==> config.mk <==
export PLATFORM = sky130hd
export DESIGN_NAME = prescaled_wdt
export DESIGN_NICKNAME = d
export VERILOG_FILES = /design/src/rtl/pwdt_pkg.sv /design/src/rtl/pwdt_regs.sv /design/src/rtl/pwdt_clkdiv.sv /design/src/rtl/pwdt_counter.sv /design/src/rtl/prescaled_wdt.sv
export SDC_FILE = /design/constraint.sdc
export NUM_CORES = 1
export LEC_CHECK = 0
export BUFFER_PORTS_ARGS = -buffer_cell sky130_fd_sc_hd__buf_4
export CORE_UTILIZATION = 30
export CTS_CLUSTER_SIZE = 16
export DETAILED_ROUTE_END_ITERATION = 8
export REMOVE_ABC_BUFFERS = 1
export SETUP_SLACK_MARGIN = 0.02
export SYNTH_ARGS = -nofsm -noshare
export SYNTH_HDL_FRONTEND = slang
export SYNTH_SLANG_ARGS = --single-unit
==> constraint.sdc <==
create_clock -name clk -period 2.5 [get_ports clk]
set_input_delay 0.125 -clock clk [delete_from_list [all_inputs] [get_ports clk]]
set_output_delay 0.125 -clock clk [all_outputs]
set_load 0.02 [all_outputs]
==> src/rtl/pwdt_pkg.sv <==
package pwdt_pkg;
  localparam int DATA_W    = 32;
  localparam int CNT_W     = 16;
  localparam int PRE_W     = 8;
  localparam int SEL_W     = 2;
  localparam int BASE_LOG2 = 4;

  // word indices (req_addr[3:2])
  localparam logic [1:0] IDX_CTRL   = 2'd0;
  localparam logic [1:0] IDX_RELOAD = 2'd1;
  localparam logic [1:0] IDX_COUNT  = 2'd2;
  localparam logic [1:0] IDX_CLR    = 2'd3;

  localparam logic [CNT_W-1:0] CNT_INIT = 16'h8000;
  localparam logic [PRE_W-1:0] PRE_INIT = 8'h80;

  typedef struct packed {
    logic             dbg_mask;
    logic [PRE_W-1:0] pre;
    logic             cnt_en;
    logic [SEL_W-1:0] div_sel;
    logic             irq_en;
    logic             rst_en;
  } ctrl_t;
endpackage

==> src/rtl/pwdt_regs.sv <==
module pwdt_regs
  import pwdt_pkg::*;
#(
  parameter int ADDR_W = 4
) (
  input  logic              clk,
  input  logic              rst,
  input  logic              req_valid,
  input  logic              req_write,
  input  logic [ADDR_W-1:0] req_addr,
  input  logic [DATA_W-1:0] req_wdata,
  input  logic [CNT_W-1:0]  live_count,
  output ctrl_t             ctrl,
  output logic [CNT_W-1:0]  reload,
  output logic              cnt_load,
  output logic [CNT_W-1:0]  cnt_load_val,
  output logic              clr_pend,
  output logic [DATA_W-1:0] rsp_rdata,
  output logic              rsp_err
);
  logic       in_range;
  logic [1:0] idx;
  logic       wr, rd;

  generate
    if (ADDR_W > 4) begin : g_upper
      assign in_range = (req_addr[ADDR_W-1:4] == '0);
    end else begin : g_flat
      assign in_range = 1'b1;
    end
  endgenerate

  assign idx = req_addr[3:2];
  assign wr  = req_valid && req_write && in_range;
  assign rd  = req_valid && !req_write && in_range;

  assign cnt_load     = wr && (idx == IDX_COUNT);
  assign cnt_load_val = req_wdata[CNT_W-1:0];
  assign clr_pend     = wr && (idx == IDX_CLR);

  logic unused_bits;
  assign unused_bits = ^{req_wdata[DATA_W-1:17], req_wdata[7:6], req_wdata[1], req_addr[1:0]};

  always_ff @(posedge clk) begin
    if (rst) begin
      ctrl     <= '{dbg_mask: 1'b0, pre: PRE_INIT, cnt_en: 1'b0, div_sel: '0, irq_en: 1'b0, rst_en: 1'b0};
      reload   <= CNT_INIT;
    end else if (wr) begin
      if (idx == IDX_CTRL) begin
        ctrl.rst_en   <= req_wdata[0];
        ctrl.irq_en   <= req_wdata[2];
        ctrl.div_sel  <= req_wdata[4:3];
        ctrl.cnt_en   <= req_wdata[5];
        ctrl.pre      <= req_wdata[15:8];
        ctrl.dbg_mask <= req_wdata[16];
      end
      if (idx == IDX_RELOAD) reload <= req_wdata[CNT_W-1:0];
    end
  end

  always_ff @(posedge clk) begin
    if (rst) begin
      rsp_rdata <= '0;
      rsp_err   <= 1'b0;
    end else begin
      rsp_rdata <= '0;
      rsp_err   <= 1'b0;
      if (rd) begin
        unique case (idx)
          IDX_CTRL:   rsp_rdata <= {{(DATA_W-17){1'b0}}, ctrl.dbg_mask, ctrl.pre, 2'b00,
                                    ctrl.cnt_en, ctrl.div_sel, ctrl.irq_en, 1'b0, ctrl.rst_en};
          IDX_RELOAD: rsp_rdata <= {{(DATA_W-CNT_W){1'b0}}, reload};
          IDX_COUNT:  rsp_rdata <= {{(DATA_W-CNT_W){1'b0}}, live_count};
          IDX_CLR:    rsp_err   <= 1'b1;
          default:    rsp_rdata <= '0;
        endcase
      end
    end
  end

  // an error response never carries data
  p_err_no_data_r10: assert property (@(posedge clk) disable iff (rst)
    rsp_err |-> (rsp_rdata == '0));
endmodule

==> src/rtl/pwdt_clkdiv.sv <==
module pwdt_clkdiv
  import pwdt_pkg::*;
(
  input  logic             clk,
  input  logic             rst,
  input  logic             run,
  input  logic             restart,
  input  logic [PRE_W-1:0] pre,
  input  logic [SEL_W-1:0] sel,
  output logic             tick
);
  localparam int FW = BASE_LOG2 + (1 << SEL_W) - 1;

  logic [PRE_W-1:0] pcnt;
  logic [FW-1:0]    fcnt;
  logic [FW-1:0]    lim;
  logic             pwrap;

  always_comb lim = FW'((32'd1 << (32'(BASE_LOG2) + 32'(sel))) - 32'd1);
  assign pwrap = (pcnt == pre);
  assign tick  = run && pwrap && (fcnt == lim);

  always_ff @(posedge clk) begin
    if (rst || restart || !run) begin
      pcnt <= '0;
      fcnt <= '0;
    end else if (pwrap) begin
      pcnt <= '0;
      fcnt <= (fcnt == lim) ? '0 : fcnt + 1'b1;
    end else begin
      pcnt <= pcnt + 1'b1;
    end
  end

  // smallest period is 16 cycles, so ticks are never back to back
  p_tick_spaced_r3: assert property (@(posedge clk) disable iff (rst)
    tick |=> !tick);
endmodule

==> src/rtl/pwdt_counter.sv <==
module pwdt_counter
  import pwdt_pkg::*;
(
  input  logic             clk,
  input  logic             rst,
  input  logic             tick,
  input  logic             load,
  input  logic [CNT_W-1:0] load_val,
  input  logic [CNT_W-1:0] reload,
  input  logic             irq_en,
  input  logic             rst_en,
  input  logic             clr,
  output logic [CNT_W-1:0] count,
  output logic             irq_pend,
  output logic             rst_pulse
);
  logic expire;
  assign expire = tick && !load && (count <= CNT_W'(1));

  always_ff @(posedge clk) begin
    if (rst)         count <= CNT_INIT;
    else if (load)   count <= load_val;
    else if (expire) count <= reload;
    else if (tick)   count <= count - 1'b1;
  end

  always_ff @(posedge clk) begin
    if (rst)                  irq_pend <= 1'b0;
    else if (expire && irq_en) irq_pend <= 1'b1;
    else if (clr)             irq_pend <= 1'b0;
  end

  always_ff @(posedge clk) begin
    if (rst) rst_pulse <= 1'b0;
    else     rst_pulse <= expire && rst_en;
  end

  // expiry reloads from the reload register
  p_reload_r5: assert property (@(posedge clk) disable iff (rst)
    (tick && !load && (count <= CNT_W'(1))) |=> (count == $past(reload)));
  // a count write wins over any tick
  p_load_r4: assert property (@(posedge clk) disable iff (rst)
    load |=> (count == $past(load_val)));
endmodule

==> src/rtl/prescaled_wdt.sv <==
module prescaled_wdt
  import pwdt_pkg::*;
#(
  parameter int ADDR_W = 4
) (
  input  logic              clk,
  input  logic              rst,
  input  logic              req_valid_i,
  input  logic              req_write_i,
  input  logic [ADDR_W-1:0] req_addr_i,
  input  logic [31:0]       req_wdata_i,
  output logic [31:0]       rsp_rdata_o,
  output logic              rsp_err_o,
  input  logic              dbg_ack_i,
  output logic              irq_o,
  output logic              sys_rst_req_o
);
  ctrl_t            ctrl;
  logic [CNT_W-1:0] reload, count, load_val;
  logic             cnt_load, clr_pend, tick, irq_pend, rst_pulse, mask;

  pwdt_regs #(.ADDR_W(ADDR_W)) u_regs (
    .clk(clk), .rst(rst),
    .req_valid(req_valid_i), .req_write(req_write_i),
    .req_addr(req_addr_i), .req_wdata(req_wdata_i),
    .live_count(count), .ctrl(ctrl), .reload(reload),
    .cnt_load(cnt_load), .cnt_load_val(load_val), .clr_pend(clr_pend),
    .rsp_rdata(rsp_rdata_o), .rsp_err(rsp_err_o)
  );

  pwdt_clkdiv u_div (
    .clk(clk), .rst(rst), .run(ctrl.cnt_en), .restart(cnt_load),
    .pre(ctrl.pre), .sel(ctrl.div_sel), .tick(tick)
  );

  pwdt_counter u_cnt (
    .clk(clk), .rst(rst), .tick(tick), .load(cnt_load), .load_val(load_val),
    .reload(reload), .irq_en(ctrl.irq_en), .rst_en(ctrl.rst_en), .clr(clr_pend),
    .count(count), .irq_pend(irq_pend), .rst_pulse(rst_pulse)
  );

  assign mask = ctrl.dbg_mask && dbg_ack_i;

  always_ff @(posedge clk) begin
    if (rst) begin
      irq_o         <= 1'b0;
      sys_rst_req_o <= 1'b0;
    end else begin
      irq_o         <= irq_pend && !mask;
      sys_rst_req_o <= rst_pulse && !mask;
    end
  end

  // reset request is a single-cycle pulse
  p_rst_single_r7: assert property (@(posedge clk) disable iff (rst)
    sys_rst_req_o |=> !sys_rst_req_o);
  // debug mask silences both outputs
  p_dbg_quiet_r9: assert property (@(posedge clk) disable iff (rst)
    (ctrl.dbg_mask && dbg_ack_i) |=> (!irq_o && !sys_rst_req_o));
  // stopped counter holds unless software loads it
  p_freeze_r8: assert property (@(posedge clk) disable iff (rst)
    (!ctrl.cnt_en && !cnt_load) |=> $stable(count));
endmodule

==> out/results.env, run 1 <==
CTS-BUFFERS-INSERTED=9
SYNTHESIS.YOSYS.WARNINGS=0
CLOCK_SINKS=83
FIN_CRIT_SH_PCT=93.3
CELLS_ON_WORST_REG2REG_PATH=6
DIEHEIGHT_UM=116
CTSROOTBUFFERMASTER='sky130_fd_sc_hd__clkbuf_16'
SYNTH_SEQUENTIAL_AREA_RATIO_PCT=42.7
AREA_GROWTH_SYN_TO_LAYOUT_PCT=21.1
LEAKAGEPOWER_nW=1.85
POSTCTSRESIZEDCELLS=0
CRITPATHMAXFANOUT=15
DETAILED_PLACE.AREA_SQ_UM=4360
CTS_HOLD_BUF=1
LAYOUT.CELL_AREA.NON_FILLER_SQ_UM=4710
CLOCK_TRANSITION_AT_PATH_REGS_NS=0.06
POWER-PER-CELL-AREA_nW_PER_UM2=667
DIE-WIDTH_UM=116
FMAX_GHz=0.429
POST-CTS-SETUP-BUFFER-COUNT=0
CTS_TREE='yes'
ROUTE.VIAS.TOTAL=3385
GP_ROUTABILITY_CONGESTION=0.819
REMAINING_DRC_ERRORS=0
GRT_REMAINING_OVERFLOW=0
INITIAL_CORE_UTIL_PCT=30.8
IO_BUFFER_COUNT=43
WL_UM=9660
YS_DOMINANT_REG_CELL='sky130_fd_sc_hd__dfxtp_1'
WORST-SLEW-PIN-TRANSITION_NS=0.569
CLOCK_PATH_BUFFERS=2
MAX_CAP_VIOLATIONS=0
DETAILED_ROUTER_ITERATION_COUNT_BEFORE_ANTENNA_REPAIR=4
GR-USAGE-ALL-LAYERS_PCT=14.8
SYNTH_EDF_COUNT=0
OUTCOME='finished clean'
CTSHTREEMAXLEVEL=3
MIN_PATH_TYPE='in -> reg'
SETUP_VIOL=0
TIMING.CRITICAL_PATH.ARRIVAL_NS=2.55
CRITPATHREQUIREDTIME_NS=2.72
SLEW_VIOLATIONS=0
SLEW_HR_PCT=62.1
RSZ0062_AT_GRT='no'
SYNTHMUXAREASHARE_PCT=4.89
ROUTE.DETAILED.WL_PER_INST_UM=13.8
LARGEST_CELLS_BY_AREA_AFTER_SYNTHESIS='sky130_fd_sc_hd__dfxtp_1 (43%), sky130_fd_sc_hd__nand2_1 (9.3%), sky130_fd_sc_hd__a21oi_1 (5.9%), sky130_fd_sc_hd__nor2_1 (5.2%), sky130_fd_sc_hd__mux2i_1 (4.9%)'
YOSYSTOPAREACELLSHARE_PCT=42.7
VIAS_PER_CELL=4.82
GRT_PASS1_VIAS=3072
NUM-NETS-FINAL=570
YOSYS.AREA_SHARE.ADDER_PCT=1.29
IO-PIN-COUNT=76
CRIT_PATH_TIME_FINAL_NS=2.33
PLACEMENTROWS=41
REPORT.FINAL.HOLD_VIOL_COUNT=0
NUMBER_OF_DIODES_ADDED_FOR_ANTENNA_FIXING=0
POST_SYNTHESIS_COMPOUND_GATE_AREA_FRACTION_PCT=12.6
SYNTH_TOP_FAMILY_BY_AREA='simple AND/OR/NAND/NOR gates'
YOSYS.AREA_SHARE.XOR_XNOR_PCT=6.76
HOLDPATHSTAGES=3
PEAK_SUPPLY_DROP_mV=0.388
FIRST_PASS_GRT_WIRE_LENGTH_UM=15100
CLOCK-SKEW-FINAL_NS=0.00453
INSERTION_DELAY_NS=0.33
DIE_AREA_SQ_UM=13400
TIMING.SETUP.CRITICAL_PATH_CLASS='reg -> reg'
CORE_REGION_AREA_SQ_UM=12600
YOSYS_REGISTER_BITS=83
LARGEST_NET_DEGREE_AT_THE_START_OF_GLOBAL_ROUTING=37
ASYNC_RESET_FF_SHARE_PCT=0
SYN-MEAN-INSTANCE-AREA_SQ_UM=8.02
FRACTION_OF_FINAL_LAYOUT_CELLS_SIZED_BEYOND_DRIVE_STRENGTH_1_PCT=15.1
FINAL_TNS_SETUP_NS=0
SYNTH.DISTINCT_CELLS=48
CRITPATHCAPTURETYPE='register'
PLACE_HPWL_UM=6850
WORST_SETUP_PATH_START_KIND='register'
DRT.ANTENNA.VIOLATING_NETS=0
SYNTHDOMINANTAREACELLTYPE='sky130_fd_sc_hd__dfxtp_1'
DRT_ITER0_DRC=236
GRT_ANTENNA_BEFORE_REPAIR=0
SYNTH_CELLS=485
SYNTHSIMPLEGATEAREAFRAC_PCT=25.2
SYN-CELL-AREA_SQ_UM=3890
## layout by cell type (no fill, tap or decap), types with 4 or more instances in the layout
cell type	Yosys	layout
sky130_fd_sc_hd__nand4_1	4	4
sky130_fd_sc_hd__inv_1	6	6
sky130_fd_sc_hd__o21ai_0	4	4
sky130_fd_sc_hd__dfxtp_1	83	83
sky130_fd_sc_hd__ha_1	4	4
sky130_fd_sc_hd__or3_1	4	4
sky130_fd_sc_hd__and3_1	4	4
sky130_fd_sc_hd__clkbuf_16	0	9
sky130_fd_sc_hd__nand3_1	22	22
sky130_fd_sc_hd__o211ai_1	13	13
sky130_fd_sc_hd__and2_1	4	4
sky130_fd_sc_hd__nor2b_1	4	4
sky130_fd_sc_hd__buf_4	15	56
sky130_fd_sc_hd__nor3_1	8	8
sky130_fd_sc_hd__a22oi_1	4	4
sky130_fd_sc_hd__xnor2_1	15	15
sky130_fd_sc_hd__xor2_1	15	15
sky130_fd_sc_hd__nor2_1	54	54
sky130_fd_sc_hd__mux2i_1	19	19
sky130_fd_sc_hd__conb_1	1	15
sky130_fd_sc_hd__a21oi_1	46	46
sky130_fd_sc_hd__nand2_1	96	96
## layout make-up
cell class / count / area [sq um]
fill: 1330 / 7910
clock inverter: 4 / 97.6
inverter: 7 / 26.3
clock buffer: 12 / 246
sequential: 83 / 1660
multi-input combinational: 367 / 2030
timing repair buffer: 57 / 430
tap: 172 / 215
## sequential cells by signal (all words and copies together) (netlist names)
register	count
u_cnt.rst_pulse	1
u_cnt.irq_pend	1
u_regs.rsp_rdata	17
u_cnt.count	16
u_regs.reload	16
u_regs.rsp_err	1
u_div.pcnt	8
u_regs.ctrl	14
sys_rst_req_o	1
u_div.fcnt	7
irq_o	1
## worst max-delay path, cell delays in order (launching register included)
cell and delay, ns:
sky130_fd_sc_hd__dfxtp_1 0.34, sky130_fd_sc_hd__or4_1 0.53, sky130_fd_sc_hd__a21o_1 0.20, sky130_fd_sc_hd__a2111oi_2 0.45
sky130_fd_sc_hd__a21oi_1 0.13, sky130_fd_sc_hd__buf_4 0.21, sky130_fd_sc_hd__a221o_1 0.35
## kinds of logic (layout without fill, tap and decap cells)
group | Yosys count | in the layout
AOI/OAI and AO/OA | 81 | 81
xor gates and xnor gates | 30 | 30
and+or+nand+nor | 218 | 218
muxes | 19 | 19
adders and majority gates | 4 | 4
DFF | 83 | 83
buffers and inverters | 49 | 80
other | 1 | 15
## cells in the mapped netlist (8+ instances only)
library cell / instances
sky130_fd_sc_hd__mux2i_1: 19
sky130_fd_sc_hd__a21oi_1: 46
sky130_fd_sc_hd__clkbuf_1: 21
sky130_fd_sc_hd__o211ai_1: 13
sky130_fd_sc_hd__nor2_1: 54
sky130_fd_sc_hd__xor2_1: 15
sky130_fd_sc_hd__nor3_1: 8
sky130_fd_sc_hd__nand2_1: 96
sky130_fd_sc_hd__xnor2_1: 15
sky130_fd_sc_hd__dfxtp_1: 83
sky130_fd_sc_hd__nand3_1: 22
sky130_fd_sc_hd__buf_4: 15
## routing by layer
metal / GRT usage [%] / share of wire [%]
met4: 5.38 / 1.6
met2: 25.7 / 50
met5: 0 / 0
met3: 3.50 / 5.1
met1: 17.9 / 44
## power breakdown
| group | total [mW] | leakage [nW] | internal (mW) | switching [mW] |
|---|---|---|---|---|
| Combinational | 0.263 | 1.02 | 0.102 | 0.161 |
| Sequential | 1.36 | 0.670 | 1.34 | 0.0197 |
| Clock | 1.52 | 0.163 | 1.00 | 0.513 |
| Total | 3.14 | 1.85 | 2.45 | 0.694 |
## final timing paths
path                   start        endpoint  slack, ns
max reg2reg   u_regs.ctrl[2]  u_cnt.count[5]       0.17
min reg2reg  u_cnt.rst_pulse   sys_rst_req_o       0.42
max           u_regs.ctrl[2]  u_cnt.count[5]       0.17
min           req_wdata_i[2]  u_cnt.count[2]       0.01
## per-stage QoR
stage               power, mW  hold WS (ns)  instances  utilization [%]  setup WS, ns
CTS                      3.16       0.00192        702             37.3         0.163
finish                   3.14        0.0107        702             37.3         0.169
floorplan                1.54         0.194        457                -        0.0806
detailed placement       1.65         0.324        685             34.5         0.188
global route             3.25        0.0162        702             37.3        0.0324
global placement         1.65         0.320        685             34.5         0.248
Power figures use the tool's default switching activity.
==> run 2, diff against run 1 <==
--- a/config.mk
+++ b/config.mk
@@ -9,7 +9,6 @@
 export CORE_UTILIZATION = 30
 export CTS_CLUSTER_SIZE = 16
 export DETAILED_ROUTE_END_ITERATION = 8
-export REMOVE_ABC_BUFFERS = 1
 export SETUP_SLACK_MARGIN = 0.02
 export SYNTH_ARGS = -nofsm -noshare
 export SYNTH_HDL_FRONTEND = slang
==> run 2 against run 1 <==
Clock power up 6%. Global-route usage grew 0.25 points. Die area unchanged. Register-to-register slack improved by 0.02 ns. Sequential cell count unchanged. Worst hold slack better by 0.0014 ns. Wire length decreased by 1.0%. Critical path type unchanged. Critical endpoint is now u_cnt.irq_pend.
==> out/results.env, run 2 (synthesized netlist as in run 1, its figures left out) <==
INSTANCES_NO_FILL=701
DRT_ITER0_DRC=174
AREA_GROWTH_SYN_TO_LAYOUT_PCT=21.5
MAX_CAP_VIOLATIONS=0
GR-USAGE-ALL-LAYERS_PCT=15.1
CELLS_ON_WORST_REG2REG_PATH=7
WORSTREG2REGEND='u_cnt.irq_pend'
IO_BUFFER_COUNT=43
POST-CTS-SETUP-BUFFER-COUNT=0
ROUTE.VIAS.TOTAL=3340
CP_CELL_SEQUENCE='or4_1 -> a21o_1 -> a2111oi_2 -> and2b_1 -> buf_4 -> nand3_1 -> o21ai_1'
RSZ0062_AT_GRT='no'
CLOCK_POWER_SHARE_PCT=49.8
CLOCK_PATH_BUFFERS=2
CRIT_PATH_TIME_FINAL_NS=2.31
MIN_PATH_TYPE='in -> reg'
DRT.ANTENNA.VIOLATING_NETS=0
FIRST_PASS_GRT_WIRE_LENGTH_UM=15500
FINAL_TNS_SETUP_NS=0
SETUP_VIOL=0
FIN_CRIT_SH_PCT=92.5
WORST_PATH_LARGEST_CELL_DELAY_NS=0.52
SWSHARE_PCT=22.3
DP_CELLS=684
POWER-PER-CELL-AREA_nW_PER_UM2=686
FINALPOWER_mW=3.24
CTSROOTBUFFERMASTER='sky130_fd_sc_hd__clkbuf_16'
LARGEST_REGISTER_FF_COUNT=17
WORST_SETUP_PATH_START_KIND='register'
CRITPATHMAXFANOUT=10
CRIT_PATH_TOP_DELAY_CELL='sky130_fd_sc_hd__or4_1'
OUTCOME='finished clean'
REPORT.FINAL.HOLD_VIOL_COUNT=0
TIMING.CRITICAL_PATH.ARRIVAL_NS=2.58
GP_ROUTABILITY_CONGESTION=0.824
PEAK_SUPPLY_DROP_mV=0.340
CRIT-REG2REG-LAUNCH='u_regs.ctrl[2]'
PLACE_HPWL_UM=6890
GRT_ANTENNA_BEFORE_REPAIR=0
ROUTE.DETAILED.WL_PER_INST_UM=13.6
CTS-BUFFERS-INSERTED=9
TIMING.SETUP.CRITICAL_PATH_CLASS='reg -> reg'
FRACTION_OF_FINAL_LAYOUT_CELLS_SIZED_BEYOND_DRIVE_STRENGTH_1_PCT=15.3
POWER_REPORT.INTERNAL_TOTAL_mW=2.52
SLEW_HR_PCT=62.9
CLOCK_SINKS=83
REGISTER_SHARE_OF_TOTAL_POWER_PCT=42.0
WORST_HOLD_SLACK_NS=0.0121
TIMING.REG2REG.SETUP_SLACK_NS=0.19
CLOCK-SKEW-FINAL_NS=0.00633
CRITPATHREQUIREDTIME_NS=2.77
SHARE_COMB_OF_TOTAL_POWER_PCT=8.2
CTSHTREEMAXLEVEL=3
INITIAL_CORE_UTIL_PCT=30.8
FMAX_GHz=0.433
INSERTION_DELAY_NS=0.34
LARGEST_NET_DEGREE_AT_THE_START_OF_GLOBAL_ROUTING=37
LEAKAGEPOWER_nW=1.86
SWITCHING_PWR_mW=0.721
DIEHEIGHT_UM=116
DETAILED_ROUTER_ITERATION_COUNT_BEFORE_ANTENNA_REPAIR=4
NUM-NETS-FINAL=569
WORST-SLEW-PIN-TRANSITION_NS=0.556
SLEW_VIOLATIONS=0
NUMBER_OF_DIODES_ADDED_FOR_ANTENNA_FIXING=0
DIE-WIDTH_UM=116
WL_UM=9560
CTS_TREE='yes'
PLACEMENTROWS=41
FINAL_CORE_UTILIZATION_PCT=37.4
CRITPATHCAPTURETYPE='register'
IO-PIN-COUNT=76
CORE_REGION_AREA_SQ_UM=12600
LARGEST_REGISTERS='u_regs.rsp_rdata (17), u_cnt.count (16), u_regs.reload (16)'
REMAINING_DRC_ERRORS=0
GRT_PASS1_VIAS=3126
CLOCK_TRANSITION_AT_PATH_REGS_NS=0.06
TOP_REGISTER='u_regs.rsp_rdata'
MOSTFREQUENTLAYOUTCELLS='sky130_fd_sc_hd__nand2_1 (96), sky130_fd_sc_hd__dfxtp_1 (83), sky130_fd_sc_hd__buf_4 (55), sky130_fd_sc_hd__nor2_1 (54), sky130_fd_sc_hd__a21oi_1 (45)'
MOSTFREQUENTLAYOUTCELL='sky130_fd_sc_hd__nand2_1'
SETUP.WORST_PATH.START='u_regs.ctrl[2]'
CRITICAL_PATH.ENDPOINT='u_cnt.irq_pend'
DIE_AREA_SQ_UM=13400
VIAS_PER_CELL=4.76
GRT_REMAINING_OVERFLOW=0
## run 2: cell count changes in the layout (fill, tap and decap cells not counted), sizes merged
cell / change
buf: -1
clkbuf: -3
bufinv: +1
clkinvlp: +1
clkinv: +1
## run 2: through the flow
| step | setup WS [ns] | cell area, sq um |
|---|---|---|
| 2_1_floorplan | 0.418 | 3940 |
| 3_3_place_gp | 0.228 | 4340 |
| 3_5_place_dp | 0.216 | 4340 |
| 4_1_cts | 0.207 | 4720 |
| 5_1_grt | 0.0494 | 4720 |
| 6_report | 0.189 | 4720 |
## run 2: cell type report
cell class | instances | area, sq um
tap | 172 | 215
sequential | 83 | 1660
fill | 1294 | 7900
inverter | 7 | 26.3
multi-input combinational | 367 | 2030
clock inverter | 7 | 140
timing repair buffer | 56 | 423
clock buffer | 9 | 225
## run 2: critical path: cells and delay by family (launching register included)
kind                   cells  cell delay (ns)
AO/OA/AOI/OAI              3             0.78
AND/OR/NAND/NOR            3             0.92
buffers and inverters      1             0.21
flip-flops                 1             0.34
## run 2: power by group through the flow
stage	combinational [mW]	sequential [mW]	clock, mW
after global routing	0.293	1.36	1.69
after global placement	0.259	1.39	0
after floorplan	0.194	1.38	0
final	0.267	1.36	1.61
after CTS	0.266	1.36	1.64
after detailed placement	0.263	1.39	0
## run 2: per-layer routing
layer  GRT usage, %  vias to the layer above  share of wire (%)
met2           25.5                       73                 48
met4           8.72                        0                2.8
met3           2.77                       21                3.8
li1               -                     1698                  -
met5              0                        -                  0
met1           17.9                     1548                 46
## run 2: worst min-delay path by stage
stage / endpoint / depth (start not counted) / start / slack, ns
2_1_floorplan: irq_o / 1 / dbg_ack_i / 0.22
3_3_place_gp: sys_rst_req_o / 2 / dbg_ack_i / 0.32
3_5_place_dp: irq_o / 2 / dbg_ack_i / 0.32
4_1_cts: u_cnt.count[8] / 3 / req_wdata_i[8] / 0.008
5_1_grt: u_cnt.count[7] / 3 / req_wdata_i[7] / 0.02
6_report: u_cnt.count[8] / 3 / req_wdata_i[8] / 0.01
## run 2: what timing repair did
item	4_1_cts	5_1_grt
hold endpoints to repair	2	0
resized for setup	0	1
endpoints found under the setup margin	0	3
hold buffers	1	0
==> run 3, diff against run 2 <==
--- a/config.mk
+++ b/config.mk
@@ -6,6 +6,7 @@
 export NUM_CORES = 1
 export LEC_CHECK = 0
 export BUFFER_PORTS_ARGS = -buffer_cell sky130_fd_sc_hd__buf_4
+export CORE_ASPECT_RATIO = 0.9
 export CORE_UTILIZATION = 30
 export CTS_CLUSTER_SIZE = 16
 export DETAILED_ROUTE_END_ITERATION = 8
==> run 3 against run 2 <==
Cell count decreased by 1.6%. Worst hold slack improved by 0.0061 ns. Clock skew down 0.0022 ns. Sequential share of layout area increased by 1.0 points. Power decreased by 14%. Clock-buffer cell count rose by 5. Non-clock buffer count is 1 lower.
==> out/results.env, run 3 (synthesized netlist as in run 1, its figures left out) <==
FMAX_GHz=0.448
CLOCK_SINKS=83
INSTANCES_NO_FILL=690
DETAILED_ROUTER_ITERATION_COUNT_BEFORE_ANTENNA_REPAIR=4
GP_ROUTABILITY_CONGESTION=0.885
POST-CTS-SETUP-BUFFER-COUNT=0
CRIT_PATH_TOP_DELAY_CELL='sky130_fd_sc_hd__or4_1'
INSERTION_DELAY_NS=0.33
CLOCK_TRANSITION_AT_PATH_REGS_NS=0.06
WORST-SLEW-PIN-TRANSITION_NS=0.577
WORST_PATH_LARGEST_CELL_DELAY_NS=0.53
CRIT_CELLS=7
VIAS_PER_CELL=4.93
DRT_ITER0_DRC=168
SETUP_VIOL=0
SLEW_VIOLATIONS=0
CTS_HOLD_BUF=1
CRITPATHCAPTURETYPE='register'
REPORT.FINAL.HOLD_VIOL_COUNT=0
CORE_REGION_AREA_SQ_UM=12700
RSZ0062_AT_GRT='no'
PLACEMENTROWS=39
TOP_REGISTER='u_regs.rsp_rdata'
WORST-PATH-BUF-INV=1
ROUTE.VIAS.TOTAL=3403
DRT.ANTENNA.VIOLATING_NETS=0
WL_UM=9690
DIE-WIDTH_UM=122
CLOCK-SKEW-FINAL_NS=0.00410
GRT_REMAINING_OVERFLOW=0
CRITPATHREQUIREDTIME_NS=2.72
NUMBER_OF_DIODES_ADDED_FOR_ANTENNA_FIXING=0
DP_CELLS=675
WORST_SETUP_PATH_START_KIND='register'
POSTCTSRESIZEDCELLS=0
INITIAL_CORE_UTIL_PCT=30.7
CTS-BUFFERS-INSERTED=9
TIMING.CRITICAL_PATH.ARRIVAL_NS=2.45
IO-PIN-COUNT=76
FILLER_CELL_COUNT=1372
LEAKAGEPOWER_nW=1.80
CTSHTREEMAXLEVEL=3
SLEW_HR_PCT=61.2
GR-USAGE-ALL-LAYERS_PCT=15.8
CELLS_ON_WORST_REG2REG_PATH=7
CRIT-REG2REG-LAUNCH='u_regs.ctrl[2]'
AREA_GROWTH_SYN_TO_LAYOUT_PCT=18.1
SETUP.WORST_PATH.START='u_regs.ctrl[2]'
OUTCOME='finished clean'
CLOCK_PATH_BUFFERS=2
POWER-PER-CELL-AREA_nW_PER_UM2=603
FIN_CRIT_SH_PCT=89.3
FINAL_TNS_SETUP_NS=0
CTSROOTBUFFERMASTER='sky130_fd_sc_hd__clkbuf_16'
DIE_AREA_SQ_UM=13400
FRACTION_OF_FINAL_LAYOUT_CELLS_SIZED_BEYOND_DRIVE_STRENGTH_1_PCT=13.7
GRT_ANTENNA_BEFORE_REPAIR=0
FIRST_PASS_GRT_WIRE_LENGTH_UM=16300
CTS_TREE='yes'
TIMING.REG2REG.SETUP_SLACK_NS=0.27
LARGEST_REGISTER_FF_COUNT=17
CRITICAL_PATH.ENDPOINT='u_cnt.count[14]'
WORSTREG2REGEND='u_cnt.count[14]'
CRITPATHMAXFANOUT=7
CP_CELL_SEQUENCE='or4_1 -> a21o_1 -> a2111oi_2 -> a21oi_1 -> buf_4 -> a22oi_1 -> o21ai_1'
MIN_PATH_TYPE='in -> reg'
DIEHEIGHT_UM=110
NUM-NETS-FINAL=568
LARGEST_NET_DEGREE_AT_THE_START_OF_GLOBAL_ROUTING=37
CRITPATHTOPFAMILY='compound AO/OA/AOI/OAI gates'
CRIT_PATH_TIME_FINAL_NS=2.23
ROUTE.DETAILED.WL_PER_INST_UM=14.0
IO_BUFFER_COUNT=43
PLACE_HPWL_UM=6980
TIMING.SETUP.CRITICAL_PATH_CLASS='reg -> reg'
GRT_PASS1_VIAS=3301
MOSTFREQUENTLAYOUTCELL='sky130_fd_sc_hd__nand2_1'
LARGEST_REGISTERS='u_regs.rsp_rdata (17), u_cnt.count (16), u_regs.reload (16)'
REMAINING_DRC_ERRORS=0
MOSTFREQUENTLAYOUTCELLS='sky130_fd_sc_hd__nand2_1 (96), sky130_fd_sc_hd__dfxtp_1 (83), sky130_fd_sc_hd__nor2_1 (54), sky130_fd_sc_hd__buf_4 (53), sky130_fd_sc_hd__a21oi_1 (46)'
PEAK_SUPPLY_DROP_mV=0.310
MAX_CAP_VIOLATIONS=0
## run 3: cell count changes in the layout (fill, tap and decap cells not counted), sizes merged
| cell | delta |
|---|---|
| bufinv | -4 |
| buf | -1 |
| clkinv | -1 |
| clkbuf | +5 |
| clkinvlp | -2 |
## run 3: tightest hold or removal path, cell delays in order
cell	delay [ns]
sky130_fd_sc_hd__buf_4	0.08
sky130_fd_sc_hd__nand2_1	0.04
sky130_fd_sc_hd__nand3_1	0.07
## run 3: layer usage
layer  track usage (%)  vias up  share of wire (%)  wire length, um
met2              25.5       93                 47             4510
met1              19.9     1613                 47             4520
met3              4.27        9                5.4              522
met5                 0        -                  0                0
met4              6.53        0                1.4              131
li1                  -     1688                  -                -
## run 3: worst min path at each step
stage	endpoint	slack (ns)	cells after the start	startpoint
3_5_place_dp	irq_o	0.33	2	dbg_ack_i
3_3_place_gp	sys_rst_req_o	0.32	2	dbg_ack_i
5_1_grt	u_regs.reload[15]	0.03	3	req_wdata_i[15]
6_report	u_cnt.count[7]	0.02	3	req_wdata_i[7]
2_1_floorplan	irq_o	0.22	1	dbg_ack_i
4_1_cts	u_cnt.count[2]	0.006	3	req_wdata_i[2]
## run 3: power by group
part	switching (mW)	internal (mW)
Combinational	0.164	0.102
Clock	0.483	0.663
Sequential	0.0189	1.34
Total	0.665	2.11
## run 3: area by class of cell
cell class                      instances  area, sq um  share of cell area (%)
Multi-Input combinational cell        367         2030                    44.2
Sequential cell                        83         1660                    36.2
Timing Repair Buffer                   55          428                    9.32
Clock buffer                           14          244                    5.31
Tap cell                              164          205                    4.47
Inverter                                7         26.3                   0.572
## run 3: metrics by stage
step                worst slack [ns]  instance area (sq um)  utilization, %  power, mW  hold WS, ns
detailed placement             0.268                   4340            34.2       1.65        0.329
global route                  0.0501                   4590            36.2       2.89       0.0286
floorplan                      0.418                   3940               -       1.58        0.219
global placement               0.288                   4340            34.2       1.65        0.320
finish                         0.267                   4590            36.2       2.77       0.0182
CTS                            0.263                   4590            36.2       2.81      0.00615
